File: config.mk
export PLATFORM = sky130hd
export DESIGN_NAME = devctl_status_reg
export DESIGN_NICKNAME = d
export VERILOG_FILES = /design/src/rtl/devctl_pkg.sv /design/src/rtl/devctl_ctrl_regs.sv /design/src/rtl/devctl_status_flags.sv /design/src/rtl/devctl_err_signal.sv /design/src/rtl/devctl_status_reg.sv
export SDC_FILE = /design/constraint.sdc
export NUM_CORES = 1
export LEC_CHECK = 0
export BUFFER_PORTS_ARGS = -buffer_cell sky130_fd_sc_hd__buf_2
export CORE_AREA = 2 2 71 73
export DETAILED_ROUTE_END_ITERATION = 7
export DIE_AREA = 0 0 73 75
export GPL_TIMING_DRIVEN = 0
export HOLD_SLACK_MARGIN = 0.02
export PLACE_DENSITY_LB_ADDON = 0.1
export SLEW_MARGIN = 20
export SYNTH_ARGS = -nofsm -noshare
export SYNTH_HDL_FRONTEND = slang
export SYNTH_SLANG_ARGS = --single-unit
File: constraint.sdc
create_clock -name clk -period 2.25 [get_ports clk]
set_input_delay 0.1125 -clock clk [delete_from_list [all_inputs] [get_ports clk]]
set_output_delay 0.1125 -clock clk [all_outputs]
set_load 0.02 [all_outputs]
File: src/rtl/devctl_pkg.sv
package devctl_pkg;
    localparam int REG_W     = 32;
    localparam int NBYTE     = REG_W / 8;
    localparam int NFLAG     = 4;

    localparam int B_COR_EN  = 0;
    localparam int B_NF_EN   = 1;
    localparam int B_FAT_EN  = 2;
    localparam int B_UR_EN   = 3;
    localparam int FLAG_LO   = 16;
    localparam int FLAG_LANE = FLAG_LO / 8;
    localparam int PEND_BIT  = 21;

    localparam logic [REG_W-1:0] CTRL_RW_MASK = 32'h0000_79FF;
    localparam logic [REG_W-1:0] CTRL_RST     = 32'h0000_2910;

    typedef enum logic [1:0] {
        FL_COR = 2'd0,
        FL_NF  = 2'd1,
        FL_FAT = 2'd2,
        FL_UR  = 2'd3
    } flag_e;

    typedef struct packed {
        logic cor;
        logic nf;
        logic fat;
    } sig_t;
endpackage

File: src/rtl/devctl_ctrl_regs.sv
module devctl_ctrl_regs
    import devctl_pkg::*;
(
    input  logic             clk,
    input  logic             rst_n,
    input  logic             wr_hit,
    input  logic [NBYTE-1:0] be,
    input  logic [REG_W-1:0] wdata,
    output logic [REG_W-1:0] ctrl_q
);
    for (genvar b = 0; b < NBYTE; b++) begin : g_lane
        always_ff @(posedge clk) begin
            if (!rst_n)
                ctrl_q[b*8 +: 8] <= CTRL_RST[b*8 +: 8];
            else if (wr_hit && be[b])
                ctrl_q[b*8 +: 8] <= wdata[b*8 +: 8] & CTRL_RW_MASK[b*8 +: 8];
        end
    end
endmodule

File: src/rtl/devctl_status_flags.sv
module devctl_status_flags
    import devctl_pkg::*;
(
    input  logic             clk,
    input  logic             rst_n,
    input  logic [NFLAG-1:0] set,
    input  logic [NFLAG-1:0] clr,
    output logic [NFLAG-1:0] flag_q
);
    for (genvar i = 0; i < NFLAG; i++) begin : g_flag
        always_ff @(posedge clk) begin
            if (!rst_n)
                flag_q[i] <= 1'b0;
            else if (set[i])
                flag_q[i] <= 1'b1;
            else if (clr[i])
                flag_q[i] <= 1'b0;
        end
    end
endmodule

File: src/rtl/devctl_err_signal.sv
module devctl_err_signal
    import devctl_pkg::*;
(
    input  logic             clk,
    input  logic             rst_n,
    input  logic [3:0]       rep_en,
    input  logic             root_port,
    input  logic             serr_en,
    input  logic             ev_corr,
    input  logic             ev_corr_masked,
    input  logic             ev_uncor,
    input  logic             ev_uncor_masked,
    input  logic             ev_uncor_sev,
    input  logic             ev_ur,
    input  logic             ev_ur_uncor,
    input  logic             ev_ur_sev,
    input  logic             msg_corr,
    input  logic             msg_nonfatal,
    input  logic             msg_fatal,
    output logic [NFLAG-1:0] flag_set,
    output sig_t             sig_q
);
    logic cor_hit, nf_hit, fat_hit;
    logic ur_cor, ur_nf, ur_fat;
    logic en_nf, en_fat;
    sig_t sig_d;

    always_comb begin
        flag_set         = '0;
        flag_set[FL_COR] = ev_corr;
        flag_set[FL_NF]  = ev_uncor && !ev_uncor_sev;
        flag_set[FL_FAT] = ev_uncor &&  ev_uncor_sev;
        flag_set[FL_UR]  = ev_ur;
    end

    always_comb begin
        cor_hit = (ev_corr && !ev_corr_masked) || msg_corr;
        nf_hit  = (ev_uncor && !ev_uncor_masked && !ev_uncor_sev) || msg_nonfatal;
        fat_hit = (ev_uncor && !ev_uncor_masked &&  ev_uncor_sev) || msg_fatal;
        ur_cor  = ev_ur && !ev_ur_uncor && rep_en[B_UR_EN];
        ur_nf   = ev_ur &&  ev_ur_uncor && !ev_ur_sev && rep_en[B_UR_EN];
        ur_fat  = ev_ur &&  ev_ur_uncor &&
                  ((ev_ur_sev && rep_en[B_UR_EN]) || serr_en);
        en_nf   = rep_en[B_NF_EN]  || serr_en;
        en_fat  = rep_en[B_FAT_EN] || serr_en;
        sig_d.cor = root_port && ((rep_en[B_COR_EN] && cor_hit) || ur_cor);
        sig_d.nf  = root_port && ((en_nf && nf_hit) || ur_nf);
        sig_d.fat = root_port && ((en_fat && fat_hit) || ur_fat);
    end

    always_ff @(posedge clk) begin
        if (!rst_n)
            sig_q <= '0;
        else
            sig_q <= sig_d;
    end
endmodule

File: src/rtl/devctl_status_reg.sv
module devctl_status_reg
    import devctl_pkg::*;
#(
    parameter int              ADDR_W     = 12,
    parameter logic [ADDR_W-1:0] REG_OFFSET = 'hC8
) (
    input  logic              clk,
    input  logic              rst_n,
    input  logic [ADDR_W-1:0] acc_addr,
    input  logic              acc_wr,
    input  logic [3:0]        acc_be,
    input  logic [31:0]       acc_wdata,
    output logic [31:0]       acc_rdata,
    input  logic              root_port,
    input  logic              serr_en,
    input  logic              np_pending,
    input  logic              ev_corr,
    input  logic              ev_corr_masked,
    input  logic              ev_uncor,
    input  logic              ev_uncor_masked,
    input  logic              ev_uncor_sev,
    input  logic              ev_ur,
    input  logic              ev_ur_uncor,
    input  logic              ev_ur_sev,
    input  logic              msg_corr,
    input  logic              msg_nonfatal,
    input  logic              msg_fatal,
    output logic              sig_corr,
    output logic              sig_nonfatal,
    output logic              sig_fatal
);
    logic             acc_hit;
    logic             wr_hit;
    logic [REG_W-1:0] ctrl_q;
    logic [NFLAG-1:0] flag_q;
    logic [NFLAG-1:0] flag_set;
    logic [NFLAG-1:0] flag_clr;
    logic [REG_W-1:0] stat_word;
    sig_t             sig_q;

    assign acc_hit  = (acc_addr == REG_OFFSET);
    assign wr_hit   = acc_hit && acc_wr;
    assign flag_clr = (wr_hit && acc_be[FLAG_LANE]) ?
                      acc_wdata[FLAG_LO +: NFLAG] : '0;

    devctl_ctrl_regs u_ctrl (
        .clk    (clk),
        .rst_n  (rst_n),
        .wr_hit (wr_hit),
        .be     (acc_be),
        .wdata  (acc_wdata),
        .ctrl_q (ctrl_q)
    );

    devctl_status_flags u_flags (
        .clk    (clk),
        .rst_n  (rst_n),
        .set    (flag_set),
        .clr    (flag_clr),
        .flag_q (flag_q)
    );

    devctl_err_signal u_sig (
        .clk             (clk),
        .rst_n           (rst_n),
        .rep_en          (ctrl_q[3:0]),
        .root_port       (root_port),
        .serr_en         (serr_en),
        .ev_corr         (ev_corr),
        .ev_corr_masked  (ev_corr_masked),
        .ev_uncor        (ev_uncor),
        .ev_uncor_masked (ev_uncor_masked),
        .ev_uncor_sev    (ev_uncor_sev),
        .ev_ur           (ev_ur),
        .ev_ur_uncor     (ev_ur_uncor),
        .ev_ur_sev       (ev_ur_sev),
        .msg_corr        (msg_corr),
        .msg_nonfatal    (msg_nonfatal),
        .msg_fatal       (msg_fatal),
        .flag_set        (flag_set),
        .sig_q           (sig_q)
    );

    always_comb begin
        stat_word                   = '0;
        stat_word[FLAG_LO +: NFLAG] = flag_q;
        stat_word[PEND_BIT]         = np_pending;
        acc_rdata = acc_hit ? (ctrl_q | stat_word) : '0;
    end

    assign sig_corr     = sig_q.cor;
    assign sig_nonfatal = sig_q.nf;
    assign sig_fatal    = sig_q.fat;
endmodule

==> flow_summary_export.csv, run 1 <==
group,metric,value,unit
yosys,synth_warnings,0,
yosys,ys_seq_area_share,35.1,%
sta,slew_headroom,46.9,%
final_layout,area_delta_synth_final,44.8,%
clocking,clock_sinks,20,
grt,antenna_found_initial,0,
routing,postRouteAntennaNets,0,
final_layout,layout_commonest_cell,"buf_2",
sta,skew,0.0000731,ns
sta,finalSetupViolCount,0,
clocking,numCtsBuffers,3,
routing,drtIter0Drc,39,
routing,wirelength,3040,um
critical_path,path_cells,"buf_2 > or4b_1 > clkbuf_1 > nor3_4 > clkbuf_2 > and2_1 > buf_2",
yosys,synthAdderAreaFrac,0,%
routing,vias_per_cell,4.16,
placed_design,gp_congestion,0.723,
floorplan,num_rows,25,
final_layout,n_antenna_cell,0,
sta,worstMarginPinSlew,0.791,ns
critical_path,critPathSlowestCell,"or4b_1",
placed_design,port_buffers,69,
final_layout,fin_nets,287,
sta,fin_crit,1.95,ns
grt,grt.overflow.total,0,
final_layout,layout_common_cells,"69 x buf_2, 23 x nand2_1, 20 x dfxtp_1",
final_layout,drive_gt1_share,41.8,%
critical_path,cp-end-kind,"primary output",
sta,hold_ws,0.0380,ns
placed_design,pre_cts_slack,-0.0200,ns
yosys,synth_top_family_by_area,"simple AND/OR/NAND/NOR gates",
critical_path,critPathTopFamily,"simple AND/OR/NAND/NOR gates",
sta,period_share,86.8,%
yosys,synth_compound_area_share,7.57,%
grt,grtUsageTotal,11.2,%
yosys,yosysUniqueCellTypes,29,
power_and_ir_drop,power_density,440,mW/mm2
routing,drc,0,
clocking,cts-root-buf,"clkbuf_8",
floorplan,ios,100,
sta,rsz0062_at_grt,"false",
sta,slew_violations,0,
clocking,htree_levels,1,
routing,dr.pass1.iters,4,
clocking,clkTransAtPathRegs,0.07,ns
grt,grt_max_degree,11,
critical_path,critPathMostFrequentCell,"buf_2",
clocking,insertion_delay,0.25,ns
clocking,cts_buffer_depth,2,
critical_path,start_kind,"input pin",
yosys,synthCells,135,
critical_path,cpPeakStageDelay,0.51,ns
critical_path,critPathBufInv,4,
critical_path,path_max_fanout,10,
yosys,synth_top_cells_by_area,"dfxtp_1 35%, mux2i_1 11%, and2_1 9.9%",
floorplan,coreArea,0.00466,mm2
yosys,synth_top_area_cell,"dfxtp_1",
final_layout,fin_area,0.00165,mm2
clocking,cts_tree,"yes",
power_and_ir_drop,ir_drop,190,uV
sta,hold_viol,0,
critical_path,critPathKind,"in -> out",
grt,grt_pass1_vias,1007,
yosys,synth.mux.area_fraction,11.4,%
placed_design,hpwl,2400,um
sta,postLayoutSetupSlackWorst,0.297,ns
final_layout,fin_util,35.4,%
floorplan,die_area,0.00548,mm2
critical_path,cp.arrival,1.84,ns
yosys,avgSynthCellArea,8.44,um2
sta,fmax,512,MHz
routing,wl_per_cell,11.1,um
clocking,cts_setup_buffers,0,
flow_run,drv_cap,0,
final_layout,fill_cells,517,
yosys,synth_xor_area_share,0,%
run_status,outcome,"finished clean",
sta,finalSetupTns,0,ns
floorplan,die_y,75,um
floorplan,initial_utilization,24.5,%
placed_design,placed_area,0.00160,mm2
routing,vias,1140,
power_and_ir_drop,p_leak,0.845,nW
yosys,ys_ff_latch,20,
yosys,synth_top_cell_area_share,35.1,%
grt,grt_pass1_wl,4680,um
critical_path,cp.required,2.14,ns
yosys,syn_area,0.00114,mm2
floorplan,die_w,73,um
yosys,synthSimpleGateAreaFrac,33.0,%
worst_hold_path,hold_path_class,"in -> reg",
-- synthesized netlist by cell type --
cell,number
a21oi_1,5
buf_4,14
nor4_1,1
mux2i_1,13
nor2b_1,3
conb_1,1
or4b_1,1
nor3_2,1
nand4b_1,1
a31oi_1,2
nand4bb_1,1
clkinv_1,1
o21ai_0,4
clkbuf_1,4
a311oi_1,1
nor4_4,2
dfxtp_1,20
nor2_1,8
and2_1,18
nor3b_1,1
and3b_1,1
nand3_1,1
nand3b_1,1
nand2_1,23
inv_1,2
a21o_1,1
buf_6,1
or4_4,1
o22ai_1,2
-- metrics by stage --
stage / instances / total power [mW]
floorplan: 148 / 0.443
global placement: 271 / 0.498
detailed placement: 271 / 0.498
CTS: 274 / 0.739
global route: 274 / 0.764
finish: 274 / 0.727
-- worst register-to-register path, stage by stage (launching register included) --
cell,delay (ns)
dfxtp_1,0.40
a21o_1,0.13
nand3_1,0.07
a21oi_1,0.13
-- what timing repair did --
action,CTS,global route
hold buffers,0,0
setup endpoints to repair,10,10
endpoints found under the hold margin,0,0
gates resized for setup,1,2
gates cloned,0,0
-- path summary, 6_finish.rpt --
| kind | from | end | slack, ns | depth (start not counted) |
|---|---|---|---|---|
| setup / recovery | acc_addr[1] | acc_rdata[2] | 0.30 | 7 |
| hold / removal | acc_wdata[18] | u_flags.flag_q[2] | 0.04 | 2 |
| setup reg to reg | u_ctrl.ctrl_q[3] | u_sig.sig_q[0] | 1.46 | 3 |
| hold reg to reg | u_ctrl.ctrl_q[7] | u_ctrl.ctrl_q[7] | 0.46 | 2 |
-- registers in the layout, summed over array words and instances (netlist names) --
| name | cells |
|---|---|
| u_flags.flag_q | 4 |
| u_ctrl.ctrl_q | 13 |
| u_sig.sig_q | 3 |
-- layer usage --
metal / vias up / track usage, % / part of all wire, %
met5: - / 0 / 0
met4: 0 / 3.70 / 0.69
met3: 2 / 3.75 / 9.3
met2: 54 / 17.2 / 43
met1: 490 / 14.8 / 47
li1: 594 / - / -
-- area by class of cell --
cell class | instances | area, um2 | share of cell area [%]
sequential | 20 | 400 | 24.3
buffer | 19 | 133 | 8.04
multi-input combinational | 106 | 652 | 39.5
tap | 54 | 67.6 | 4.09
inverter | 3 | 11.3 | 0.682
timing repair buffer | 69 | 345 | 20.9
clock buffer | 3 | 41.3 | 2.50
-- cell families (layout without fill, tap and decap cells) --
logic type             Yosys count  count (layout)
AOI/OAI and AO/OA               15              15
buffers and inverters           22              94
DFF                             20              20
muxes                           13              13
other                            1              14
and+or+nand+nor                 64              64
-- report_power, final --
part | internal, mW | total (mW) | switching, mW
registers | 0.360 | 0.362 | 0.00222
logic | 0.0620 | 0.128 | 0.0661
clock network | 0.119 | 0.236 | 0.117
total | 0.541 | 0.727 | 0.186
No activity file was read; power rests on OpenSTA's default activity.
==> run 2: changes to the inputs <==
MAX_ROUTING_LAYER = met4   (was unset)
==> run 2 against run 1 <==
Worst hold slack is essentially flat. Core utilization unchanged. Non-clock buffer count did not move. Final cell count unchanged. Die area did not move. Clock power hardly changed. Count of clock-buffer cells in the layout stayed put. Largest cell class unchanged.
==> flow_summary_export.csv, run 2 (same netlist as run 1, synthesis figures left out) <==
group,metric,value,unit
clocking,cts_tree,"yes",
floorplan,num_rows,25,
sta,worstMarginPinSlew,0.792,ns
power_and_ir_drop,switching_share,25.5,%
routing,drtIter0Drc,39,
sta,rsz0062_at_grt,"false",
clocking,cts_hold_buf,0,
routing,wl_per_cell,11.1,um
sta,fin_crit,1.95,ns
final_layout,multi_input_area,652,um2
floorplan,coreArea,0.00466,mm2
critical_path,cp-end-kind,"primary output",
final_layout,top_register,"u_ctrl.ctrl_q",
placed_design,pre_cts_slack,-0.0200,ns
power_and_ir_drop,pwr-share-seq,49.8,%
final_layout,drive_gt1_share,41.8,%
sta,skew,0.0000731,ns
critical_path,path_max_fanout,10,
routing,postRouteAntennaNets,0,
final_layout,regArea,400,um2
routing,drc,0,
power_and_ir_drop,p_total,0.727,mW
floorplan,initial_utilization,24.5,%
power_and_ir_drop,p_leak,0.845,nW
sta,postLayoutSetupSlackWorst,0.296,ns
clocking,cts-root-buf,"clkbuf_8",
placed_design,gp_congestion,0.731,
critical_path,critPathKind,"in -> out",
final_layout,top_regs,"u_ctrl.ctrl_q x13, u_flags.flag_q x4, u_sig.sig_q x3",
critical_path,cp.required,2.14,ns
clocking,cts_setup_buffers,0,
critical_path,cp.arrival,1.84,ns
floorplan,die_y,75,um
power_and_ir_drop,internal-power,0.541,mW
flow_run,drv_cap,0,
final_layout,layout_common_cells,"69 x buf_2, 23 x nand2_1, 20 x dfxtp_1",
clocking,clock_sinks,20,
final_layout,layout_commonest_cell,"buf_2",
sta,finalSetupViolCount,0,
sta,period_share,86.8,%
grt,antenna_found_initial,0,
placed_design,port_buffers,69,
routing,dr.pass1.iters,4,
grt,grt_pass1_vias,1006,
power_and_ir_drop,p_sw,0.186,mW
sta,fmax,512,MHz
final_layout,fill_cells,517,
final_layout,largest_reg_flops,13,
grt,grtUsageTotal,11.6,%
placed_design,hpwl,2400,um
power_and_ir_drop,power_density,440,mW/mm2
sta,slew_violations,0,
clocking,htree_levels,1,
worst_hold_path,hold_path_class,"in -> reg",
final_layout,n_antenna_cell,0,
final_layout,area_delta_synth_final,44.8,%
placed_design,dp_cells,271,
clocking,clkTransAtPathRegs,0.07,ns
clocking,numCtsBuffers,3,
sta,hold_viol,0,
routing,wirelength,3040,um
floorplan,ios,100,
clocking,cts_buffer_depth,2,
power_and_ir_drop,clock_power_share,32.5,%
run_status,outcome,"finished clean",
sta,slew_headroom,46.8,%
routing,vias,1140,
power_and_ir_drop,ir_drop,190,uV
floorplan,die_w,73,um
final_layout,fin_cells,274,
power_and_ir_drop,pwr-share-comb,17.6,%
critical_path,start_kind,"input pin",
grt,grt_pass1_wl,4690,um
final_layout,fin_util,35.4,%
routing,vias_per_cell,4.16,
final_layout,fin_nets,287,
grt,grt.overflow.total,0,
floorplan,die_area,0.00548,mm2
grt,grt_max_degree,11,
clocking,insertion_delay,0.25,ns
==> run 2: area by class of cell <==
class	instances	area share, %
Buffer	19	8.04
Clock buffer	3	2.50
Inverter	3	0.682
Multi-Input combinational cell	106	39.5
Sequential cell	20	24.3
Tap cell	54	4.09
Timing Repair Buffer	69	20.9
==> run 2: power by group through the flow <==
| stage | Combinational, mW | Clock [mW] | Sequential [mW] |
|---|---|---|---|
| 2_1_floorplan | 0.0719 | 0 | 0.372 |
| 6_report | 0.128 | 0.236 | 0.362 |
| 3_3_place_gp | 0.128 | 0 | 0.371 |
| 3_5_place_dp | 0.127 | 0 | 0.371 |
| 4_1_cts | 0.129 | 0.248 | 0.362 |
| 5_1_grt | 0.142 | 0.259 | 0.363 |
==> run 2: layer usage <==
metal / share of wire, % / GRT usage (%)
met2: 43 / 17.2
met4: 0.69 / 3.70
met1: 47 / 15.0
met3: 9.0 / 3.48
met5: 0 / -
==> run 2: worst max-delay path: stages <==
cell and delay, ns:
buf_2 0.09, or4b_1 0.51, clkbuf_1 0.22, nor3_4 0.30, clkbuf_2 0.28, and2_1 0.16, buf_2 0.16
==> run 2: stage by stage <==
step                cell area, um2  TNS [ns]  hold WS (ns)
finish                        1650         0        0.0380
global route                  1650         0        0.0453
CTS                           1650         0        0.0350
detailed placement            1600    -0.137         0.312
global placement              1600   -0.0279         0.315
floorplan                     1190         0         0.220
==> run 2: path summary, 6_finish.rpt <==
check	from	end	slack, ns	cells past startpoint
setup / recovery	acc_addr[1]	acc_rdata[2]	0.30	7
hold / removal	acc_wdata[18]	u_flags.flag_q[2]	0.04	2
hold reg to reg	u_ctrl.ctrl_q[7]	u_ctrl.ctrl_q[7]	0.46	2
setup reg to reg	u_ctrl.ctrl_q[3]	u_sig.sig_q[0]	1.46	3
==> run 2: what timing repair did <==
action                                  4_1_cts  5_1_grt
endpoints found under the setup margin       10       10
resized for setup                             1        2
endpoints found under the hold margin         0        0
